==> config.mk <==
export PLATFORM = sky130hd
export DESIGN_NAME = flash_cmd_front
export DESIGN_NICKNAME = d
export VERILOG_FILES = /design/src/rtl/fcd_pkg.sv /design/src/rtl/fcd_lock_gate.sv /design/src/rtl/fcd_err_reg.sv /design/src/rtl/flash_cmd_front.sv
export SDC_FILE = /design/constraint.sdc
export NUM_CORES = 1
export LEC_CHECK = 0
export ABC_AREA = 1
export BUFFER_PORTS_ARGS = -buffer_cell sky130_fd_sc_hd__buf_2
export CORE_MARGIN = 2
export CORE_UTILIZATION = 40
export CTS_BUF_LIST = sky130_fd_sc_hd__clkbuf_8 sky130_fd_sc_hd__clkbuf_16
export CTS_CLUSTER_SIZE = 40
export DETAILED_ROUTE_END_ITERATION = 10
export GPL_TIMING_DRIVEN = 0
export PLACE_DENSITY_LB_ADDON = 0.12
export REMOVE_ABC_BUFFERS = 1
export SYNTH_ARGS = -nofsm -noshare
export SYNTH_HDL_FRONTEND = slang
export SYNTH_SLANG_ARGS = --single-unit
==> constraint.sdc <==
create_clock -name clk -period 3.8 [get_ports clk]
set_input_delay 0.19 -clock clk [delete_from_list [all_inputs] [get_ports clk]]
set_output_delay 0.19 -clock clk [all_outputs]
set_load 0.02 [all_outputs]
==> src/rtl/fcd_pkg.sv <==
package fcd_pkg;
    typedef enum logic [1:0] {
        RD_ARRAY  = 2'd0,
        RD_IDENT  = 2'd1,
        RD_STATUS = 2'd2
    } rd_mode_e;

    localparam logic [2:0] OP_NONE        = 3'd0;
    localparam logic [2:0] OP_ERASE       = 3'd1;
    localparam logic [2:0] OP_PROG        = 3'd2;
    localparam logic [2:0] OP_LOCK_BLK    = 3'd3;
    localparam logic [2:0] OP_LOCK_MASTER = 3'd4;
    localparam logic [2:0] OP_UNLOCK_ALL  = 3'd5;

    typedef enum logic [1:0] {
        SEQ_IDLE,
        SEQ_ERASE,
        SEQ_PROG,
        SEQ_LOCK
    } seq_e;

    localparam logic [7:0] C_ARRAY   = 8'hFF;
    localparam logic [7:0] C_IDENT   = 8'h90;
    localparam logic [7:0] C_STATUS  = 8'h70;
    localparam logic [7:0] C_CLEAR   = 8'h50;
    localparam logic [7:0] C_ERASE   = 8'h20;
    localparam logic [7:0] C_PROG_A  = 8'h40;
    localparam logic [7:0] C_PROG_B  = 8'h10;
    localparam logic [7:0] C_SUSPEND = 8'hB0;
    localparam logic [7:0] C_CONFIRM = 8'hD0;
    localparam logic [7:0] C_LOCK    = 8'h60;
    localparam logic [7:0] C_LK_BLK  = 8'h01;
    localparam logic [7:0] C_LK_MSTR = 8'hF1;

    localparam int ERR_W       = 5;
    localparam int ERR_PROTECT = 0;
    localparam int ERR_LOCK    = 1;
    localparam int ERR_PROG    = 2;
    localparam int ERR_ERASE   = 3;
    localparam int ERR_SEQ     = 4;
endpackage

==> src/rtl/fcd_lock_gate.sv <==
module fcd_lock_gate
    import fcd_pkg::*;
(
    input  logic [2:0] kind,
    input  logic       blk_locked,
    input  logic       master_lock,
    input  logic       hv_en,
    output logic       allow
);
    always_comb begin
        unique case (kind)
            OP_ERASE, OP_PROG:          allow = !blk_locked || hv_en;
            OP_LOCK_BLK, OP_UNLOCK_ALL: allow = !master_lock || hv_en;
            OP_LOCK_MASTER:             allow = hv_en;
            default:                    allow = 1'b0;
        endcase
    end
endmodule

==> src/rtl/fcd_err_reg.sv <==
module fcd_err_reg #(
    parameter int W = 5
) (
    input  logic         clk,
    input  logic         rst_n,
    input  logic         clr,
    input  logic [W-1:0] set,
    output logic [W-1:0] q
);
    logic [W-1:0] err_d, err_q;

    always_comb begin
        if (clr) err_d = '0;
        else     err_d = err_q | set;
    end

    always_ff @(posedge clk) begin
        if (!rst_n) err_q <= '0;
        else        err_q <= err_d;
    end

    assign q = err_q;
endmodule

==> src/rtl/flash_cmd_front.sv <==
module flash_cmd_front
    import fcd_pkg::*;
#(
    parameter int ADDR_W = 16,
    parameter int BLK_W  = 4
) (
    input  logic                  clk,
    input  logic                  rst_n,
    input  logic                  bus_wr,
    input  logic [ADDR_W-1:0]     bus_addr,
    input  logic [7:0]            bus_data,
    input  logic                  hv_en,
    input  logic                  wsm_busy,
    input  logic [(1<<BLK_W)-1:0] blk_lock,
    input  logic                  master_lock,
    output logic [1:0]            rd_mode,
    output logic                  op_start,
    output logic [2:0]            op_kind,
    output logic [ADDR_W-1:0]     op_addr,
    output logic [7:0]            op_data,
    output logic                  sus_req,
    output logic                  res_req,
    output logic [4:0]            status_err
);
    localparam int NBLK = 1 << BLK_W;

    typedef struct packed {
        seq_e              seq;
        rd_mode_e          mode;
        logic              susp;
        logic              start;
        logic [2:0]        kind;
        logic [ADDR_W-1:0] addr;
        logic [7:0]        data;
        logic              sus;
        logic              res;
    } state_t;

    state_t st_d, st_q;

    logic [BLK_W-1:0] blk_idx;
    logic             blk_locked;
    logic [2:0]       cand_kind;
    logic             allow;
    logic             err_clr;
    logic [ERR_W-1:0] err_set;

    assign blk_idx    = bus_addr[ADDR_W-1 -: BLK_W];
    assign blk_locked = blk_lock[blk_idx];

    // Operation that the pending sequence would start with this second byte.
    always_comb begin
        cand_kind = OP_NONE;
        unique case (st_q.seq)
            SEQ_ERASE: if (bus_data == C_CONFIRM) cand_kind = OP_ERASE;
            SEQ_PROG:  cand_kind = OP_PROG;
            SEQ_LOCK: begin
                if      (bus_data == C_LK_BLK)  cand_kind = OP_LOCK_BLK;
                else if (bus_data == C_LK_MSTR) cand_kind = OP_LOCK_MASTER;
                else if (bus_data == C_CONFIRM) cand_kind = OP_UNLOCK_ALL;
            end
            default: cand_kind = OP_NONE;
        endcase
    end

    fcd_lock_gate u_gate (
        .kind        (cand_kind),
        .blk_locked  (blk_locked),
        .master_lock (master_lock),
        .hv_en       (hv_en),
        .allow       (allow)
    );

    always_comb begin
        st_d       = st_q;
        st_d.start = 1'b0;
        st_d.sus   = 1'b0;
        st_d.res   = 1'b0;
        err_set    = '0;
        err_clr    = 1'b0;
        if (bus_wr) begin
            if (wsm_busy) begin
                if (bus_data == C_STATUS) begin
                    st_d.mode = RD_STATUS;
                end else if (bus_data == C_SUSPEND && !st_q.susp) begin
                    st_d.sus  = 1'b1;
                    st_d.susp = 1'b1;
                end
            end else if (st_q.seq != SEQ_IDLE) begin
                st_d.seq = SEQ_IDLE;
                if (cand_kind == OP_NONE) begin
                    err_set[ERR_SEQ] = 1'b1;
                    if (st_q.seq == SEQ_ERASE) err_set[ERR_ERASE] = 1'b1;
                    else                       err_set[ERR_LOCK]  = 1'b1;
                end else if (allow) begin
                    st_d.start = 1'b1;
                    st_d.kind  = cand_kind;
                    st_d.addr  = bus_addr;
                    st_d.data  = bus_data;
                end else begin
                    err_set[ERR_PROTECT] = 1'b1;
                    if      (cand_kind == OP_ERASE) err_set[ERR_ERASE] = 1'b1;
                    else if (cand_kind == OP_PROG)  err_set[ERR_PROG]  = 1'b1;
                    else                            err_set[ERR_LOCK]  = 1'b1;
                end
            end else begin
                unique case (bus_data)
                    C_ARRAY:  st_d.mode = RD_ARRAY;
                    C_IDENT:  st_d.mode = RD_IDENT;
                    C_STATUS: st_d.mode = RD_STATUS;
                    C_CLEAR:  err_clr   = 1'b1;
                    C_ERASE:  if (!st_q.susp) st_d.seq = SEQ_ERASE;
                    C_PROG_A,
                    C_PROG_B: if (!st_q.susp) st_d.seq = SEQ_PROG;
                    C_LOCK:   if (!st_q.susp) st_d.seq = SEQ_LOCK;
                    C_CONFIRM: begin
                        if (st_q.susp) begin
                            st_d.res  = 1'b1;
                            st_d.susp = 1'b0;
                        end
                    end
                    default: ;
                endcase
            end
        end
    end

    always_ff @(posedge clk) begin
        if (!rst_n) begin
            st_q <= '{seq: SEQ_IDLE, mode: RD_ARRAY, susp: 1'b0, start: 1'b0,
                      kind: OP_NONE, addr: '0, data: '0, sus: 1'b0, res: 1'b0};
        end else begin
            st_q <= st_d;
        end
    end

    fcd_err_reg #(.W(ERR_W)) u_err (
        .clk   (clk),
        .rst_n (rst_n),
        .clr   (err_clr),
        .set   (err_set),
        .q     (status_err)
    );

    assign rd_mode  = st_q.mode;
    assign op_start = st_q.start;
    assign op_kind  = st_q.kind;
    assign op_addr  = st_q.addr;
    assign op_data  = st_q.data;
    assign sus_req  = st_q.sus;
    assign res_req  = st_q.res;

    logic unused_ok;
    assign unused_ok = ^{NBLK};
endmodule

# Yosys cells after proc, flatten, opt, wreduce, memory -nomap -nowiden
# Index checks and enable logic that the tools add are counted.
[word_totals]
register_bits = 40
word_cells = 109
in_bits = 46
[classes]
n_bitwise = 7
n_eq_ne = 27
n_reduce_logical = 22
n_mux = 42
magnitude_cmp = 1
[ops]
columns = ["operator", "count"]
rows = [
  ["equality test 8 bit (second input constant)", 5],
  ["equality test 8 x 7 -> 1 bit (second input constant)", 4],
  ["two-way mux 28 bit", 1],
  ["two-way mux 1 bit", 21],
  ["two-way mux 3 bit", 5],
  ["two-way mux 5 bit", 3],
  ["two-way mux 2 bit", 6],
  ["one-hot mux 2 bit (3 select lines)", 2],
  ["AND reduction 5 bit", 2],
  ["OR reduction 5 bit", 2],
  ["inequality test 3 bit (second input constant)", 3],
  ["one-hot mux 3 bit (3 select lines)", 1],
  ["equality test 8 x 1 -> 1 bit (second input constant)", 1],
  ["equality test 8 x 5 -> 1 bit (second input constant)", 1],
  ["equality test 8 x 6 -> 1 bit (second input constant)", 1],
  ["OR reduction 2 bit", 4],
  ["equality test 3 x 2 -> 1 bit (second input constant)", 2],
  ["equality test 3 bit (second input constant)", 2],
  ["inverter 1 bit", 6],
  ["AND reduction 6 bit", 1],
  ["less-than comparator 4 x 5 -> 1 bit (second input constant)", 1],
  ["OR 5 bit", 1],
  ["binary-select mux 1 bit (select 4 bit)", 1],
  ["equality test 2 bit (second input constant)", 2],
  ["other kinds (15)", 21],
]

# Depth between registers and ports, before layout
[depth]
depth_word = 14
mapped_depth = 16
mapped_depth_nobuf = 15

# By module
# From an unflattened synthesis, not the netlist that was laid out.
[hier_totals]
hier_cells = 363
hier_area_um2 = 2446.1
[modules_own_cells]
columns = ["mod", "area_per_inst_um2", "cells_each", "n_inst"]
rows = [
  ["flash_cmd_front", 2238.4, 332, 1],
  ["fcd_err_reg", 147.6, 17, 1],
  ["fcd_lock_gate", 60.1, 14, 1],
]

# Worst setup path before layout
# OpenSTA, ideal clock, no wires.
[synth_timing]
path_type = "register to register"
from = "register st_q[33] (netlist bit)"
to = "register st_q, in the netlist op_addr[5]"
synth_period_minus_slack_ns = 1.632
required_ns = 3.658
path_slack_ns = 2.168
arrival_ns = 1.490
setup_time_ns = 0.142
stages_incl_launch_ff = 14
cell_sequence = "dfxtp_1 nand2_1 inv_1 nand4_1 nand2_2 nand2_1 nand2_1 nand3_2 nand2_2 nand2_4 buf_12 buf_12 nand3_2 a21oi_2"
[synth_between]
elab_chain_cells = 6
elab_cells_between_ends = 16
cone_classes = "8 x eq/ne; 2 x mux; 1 x bitwise; 5 x reduce/logical"
[synth_rtl]
columns = ["element", "line_no", "text"]
rows = [
  ["start: declaration", "flash_cmd_front.sv:39", "state_t st_d, st_q;"],
  ["start signal: assignment", "flash_cmd_front.sv:130", "st_q <= '{seq: SEQ_IDLE, mode: RD_ARRAY, susp: 1'b0, start: 1'b0,"],
  ["start signal: assignment", "flash_cmd_front.sv:133", "st_q <= st_d;"],
  ["equality test 2 bit or equality test 2 x 1 -> 1 bit (tied branches)", "flash_cmd_front.sv:54", "unique case (st_q.seq)"],
  ["one-hot mux 3 bit (3 select lines)", "flash_cmd_front.sv:54", ""],
  ["equality test 3 x 2 -> 1 bit (tied with other cells)", "fcd_lock_gate.sv:11", "unique case (kind)"],
  ["OR reduction 2 bit", "fcd_lock_gate.sv:11", ""],
  ["one-hot mux 1 bit (3 select lines)", "fcd_lock_gate.sv:11", ""],
  ["AND reduction 5 bit (no line) (*)", "--", ""],
]
# Mark *: on every way between the ends. The rest lies on a longest branch, timed or not.
# A chain may end at the register's enable or synchronous reset.

# Worst setup path in the final report
[layout_timing]
from = "register st_q[33] (netlist bit)"
to = "register st_q, in the netlist op_addr[4]"
# Same word-level chain as after synthesis.

==> flow_metrics.tcl <==
set metrics [dict create \
    outcome "finished clean" \
    cts_buffer_depth 2 \
    cap_viol_max_count 0 \
    dieWidth_um 82.56 \
    synth-edff-count 0 \
    synth_area_mm2 0.002469 \
    hold_viol 0 \
    die_area_mm2 0.006816 \
    grt_first_pass_wirelength_mm 9.197 \
    async_reset_ff_frac 0 \
    crit_buf_inv 1 \
    final_util 0.4641 \
    tightestPinTransition_ns 0.9233 \
    cellPowerDensity_mw_per_mm2 285.8 \
    rsz0062_at_grt "false" \
    clk_latency_ns 0.30 \
    ir_drop_mv 0.1257 \
    period_share 0.5867 \
    crit_slowest_cell "dfxtp_1" \
    gp_congestion 0.7682 \
    post-cts-setup-buffers 0 \
    synth_top_cell_area_share 0.3244 \
    fin_skew_ns 0.005272 \
    holdPathStages 3 \
    synth_warnings 0 \
    grt_antenna_before_repair 0 \
    drt.antenna.violating_nets 0 \
    cp.required_ns 3.97 \
    timing.rr.end "op_addr[4]" \
    ff2ff_path_depth 11 \
    initial_core_util 0.4145 \
    crit_fanout 29 \
    cts_sinks 40 \
    slowest_delay_ns 0.43 \
    yosysUniqueCellTypes 29 \
    hold_start "bus_addr[3]" \
    arrival_ns 2.40 \
    final_layout_size_suffix_gt1_frac 0.4182 \
    core_mm2 0.005956 \
    overflow 0 \
    portBuffers 82 \
    cts_tree "done" \
    cts_max_level 2 \
    grt_pass1_vias 2066 \
    track_usage 0.1736 \
    max_freq_mhz 448.5 \
    avgSynthCellArea_um2 7.667 \
    yosysSeqAreaShare 0.3244 \
    leakagePower_uw 0.001223 \
    hp-class "in -> reg" \
    startpoint_type "register" \
    clk_pin_slew_worst_paths_ns 0.08 \
    cp_top_family "simple AND/OR/NAND/NOR gates" \
    drt_iter0_markers 46 \
    post-dp-hpwl_mm 4.015 \
    place_area_mm2 0.002661 \
    cts_root_buffer "clkbuf_8" \
    area_delta_synth_final_pct 11.96 \
    synthTopCellsByCount "nand2_1 (62), dfxtp_1 (40), inv_1 (34), nand3_1 (31), buf_4 (30)" \
    r2r_start "st_q[33]" \
    antenna_cells 0 \
    drc_errors 0 \
    final_cell_area_mm2 0.002764 \
    synth_seq_cells 40 \
    maxSlewHeadroom 0.3764 \
    layout.nets 418 \
    reg2reg_slack_ns 1.57 \
    synth.largest_area_cell "dfxtp_1" \
    ys.flop_type "dfxtp_1" \
    grt_max_degree 33 \
    finalSetupViolations 0 \
    dr_total_vias 2155 \
    synth_cells 322 \
    io_pins 83 \
    crit_chain "nand2_1 > inv_1 > nand4_1 > nand2_2 > nand3_1 > nand3_2 > nand2_2 > nand2_4 > nand2_4 > nand2_1 > a21oi_2" \
    routed_wl_mm 5.538 \
    viasPerCell 4.810 \
    ctsResizeCount 0 \
    dr.pass1.iters 4 \
    fin_crit_ns 2.230 \
    avgRoutedWirePerCell_um 12.36 \
    slew_violations 0 \
    whs_endpoint "op_addr[3]" \
    yosys-top-cells-area "dfxtp_1 (32%), nand2_1 (9.4%), buf_4 (9.1%), nand3_2 (8.5%), a21oi_2 (7.1%)" \
    rows 28 \
    critPathKind "reg -> reg" \
    endpoint_kind "register" \
    cts-hold-fix-buffers 0 \
    yosysMostFrequentCell "nand2_1" \
    dieHeight_um 82.56 \
    cts_made_buffers 5 \
]
routing by layer:
layer | vias up | routed length [um] | GRT usage
met3 | 5 | 305 | 0.04674
li1 | 1116 | - | -
met2 | 52 | 2575 | 0.2927
met1 | 982 | 2614 | 0.2143
met5 | - | 0 | 0
met4 | 0 | 42 | 0.05574
tightest hold or removal path, cell delays in order:
cell	delay (ns)
buf_2	0.10
nand3_2	0.06
a21oi_2	0.05
flip-flops by register name (all words and copies together) (netlist names):
name	flops
op_addr	16
sus_req	1
op_start	1
u_err.q	5
op_kind	3
op_data	8
rd_mode	2
st_q	3
res_req	1
area by class of cell:
type | instances | area, um2
multi-input cells | 207 | 1209
repair buffers | 84 | 445.4
clock inverters | 3 | 18.77
well taps | 75 | 93.84
flip-flops and latches | 40 | 800.8
fillers | 630 | 3192
clock buffers | 5 | 68.82
inverters | 34 | 127.6
through the flow:
step,hold WS [ns],std cells,setup WS [ns],power (uW),TNS [ns]
global route,0.1370,448,1.283,827.4,0
finish,0.1421,448,1.570,789.8,0
floorplan,0.3130,281,0.7964,467.5,0
detailed placement,0.4420,439,1.420,509.9,0
CTS,0.1332,447,1.474,801.7,0
global placement,0.4348,438,-0.4344,508.7,-11.44
worst max path at each step:
| stage | start | end | cells past startpoint |
|---|---|---|---|
| finish | st_q[33] | op_addr[4] | 11 |
| global route | st_q[33] | op_data[3] | 12 |
| CTS | st_q[33] | op_addr[10] | 11 |
| detailed placement | bus_data[2] | op_addr[2] | 13 |
| global placement | wsm_busy | op_addr[10] | 7 |
| floorplan | st_q[33] | op_addr[10] | 5 |
cell families after synthesis:
group / synth area share
flip-flops: 0.3244
AO/OA/AOI/OAI: 0.1358
buffers and inverters: 0.1891
AND/OR/NAND/NOR: 0.3507
cells in the final DEF, fill, tap and decap left out, drive strengths merged:
cell type and instances:
o31ai 1, nand3b 1, a21oi 37, a31o 1, o41ai 1, nand3 52, nor2 19, clkbuf 5
nand2 80, nand4 4, o21ai 4, o311ai 1, inv 33, dfxtp 40, a31oi 1, clkinv 4
buf 84, nor3 3, a211oi 2
where the power goes:
group	internal, uW	total, uW	switching (uW)
sequential	419	420	0.415
clock	128	288	160
combinational	31.0	81.8	50.9
total	578	790	212
Note: power is estimated with default switching activity, not from simulation.
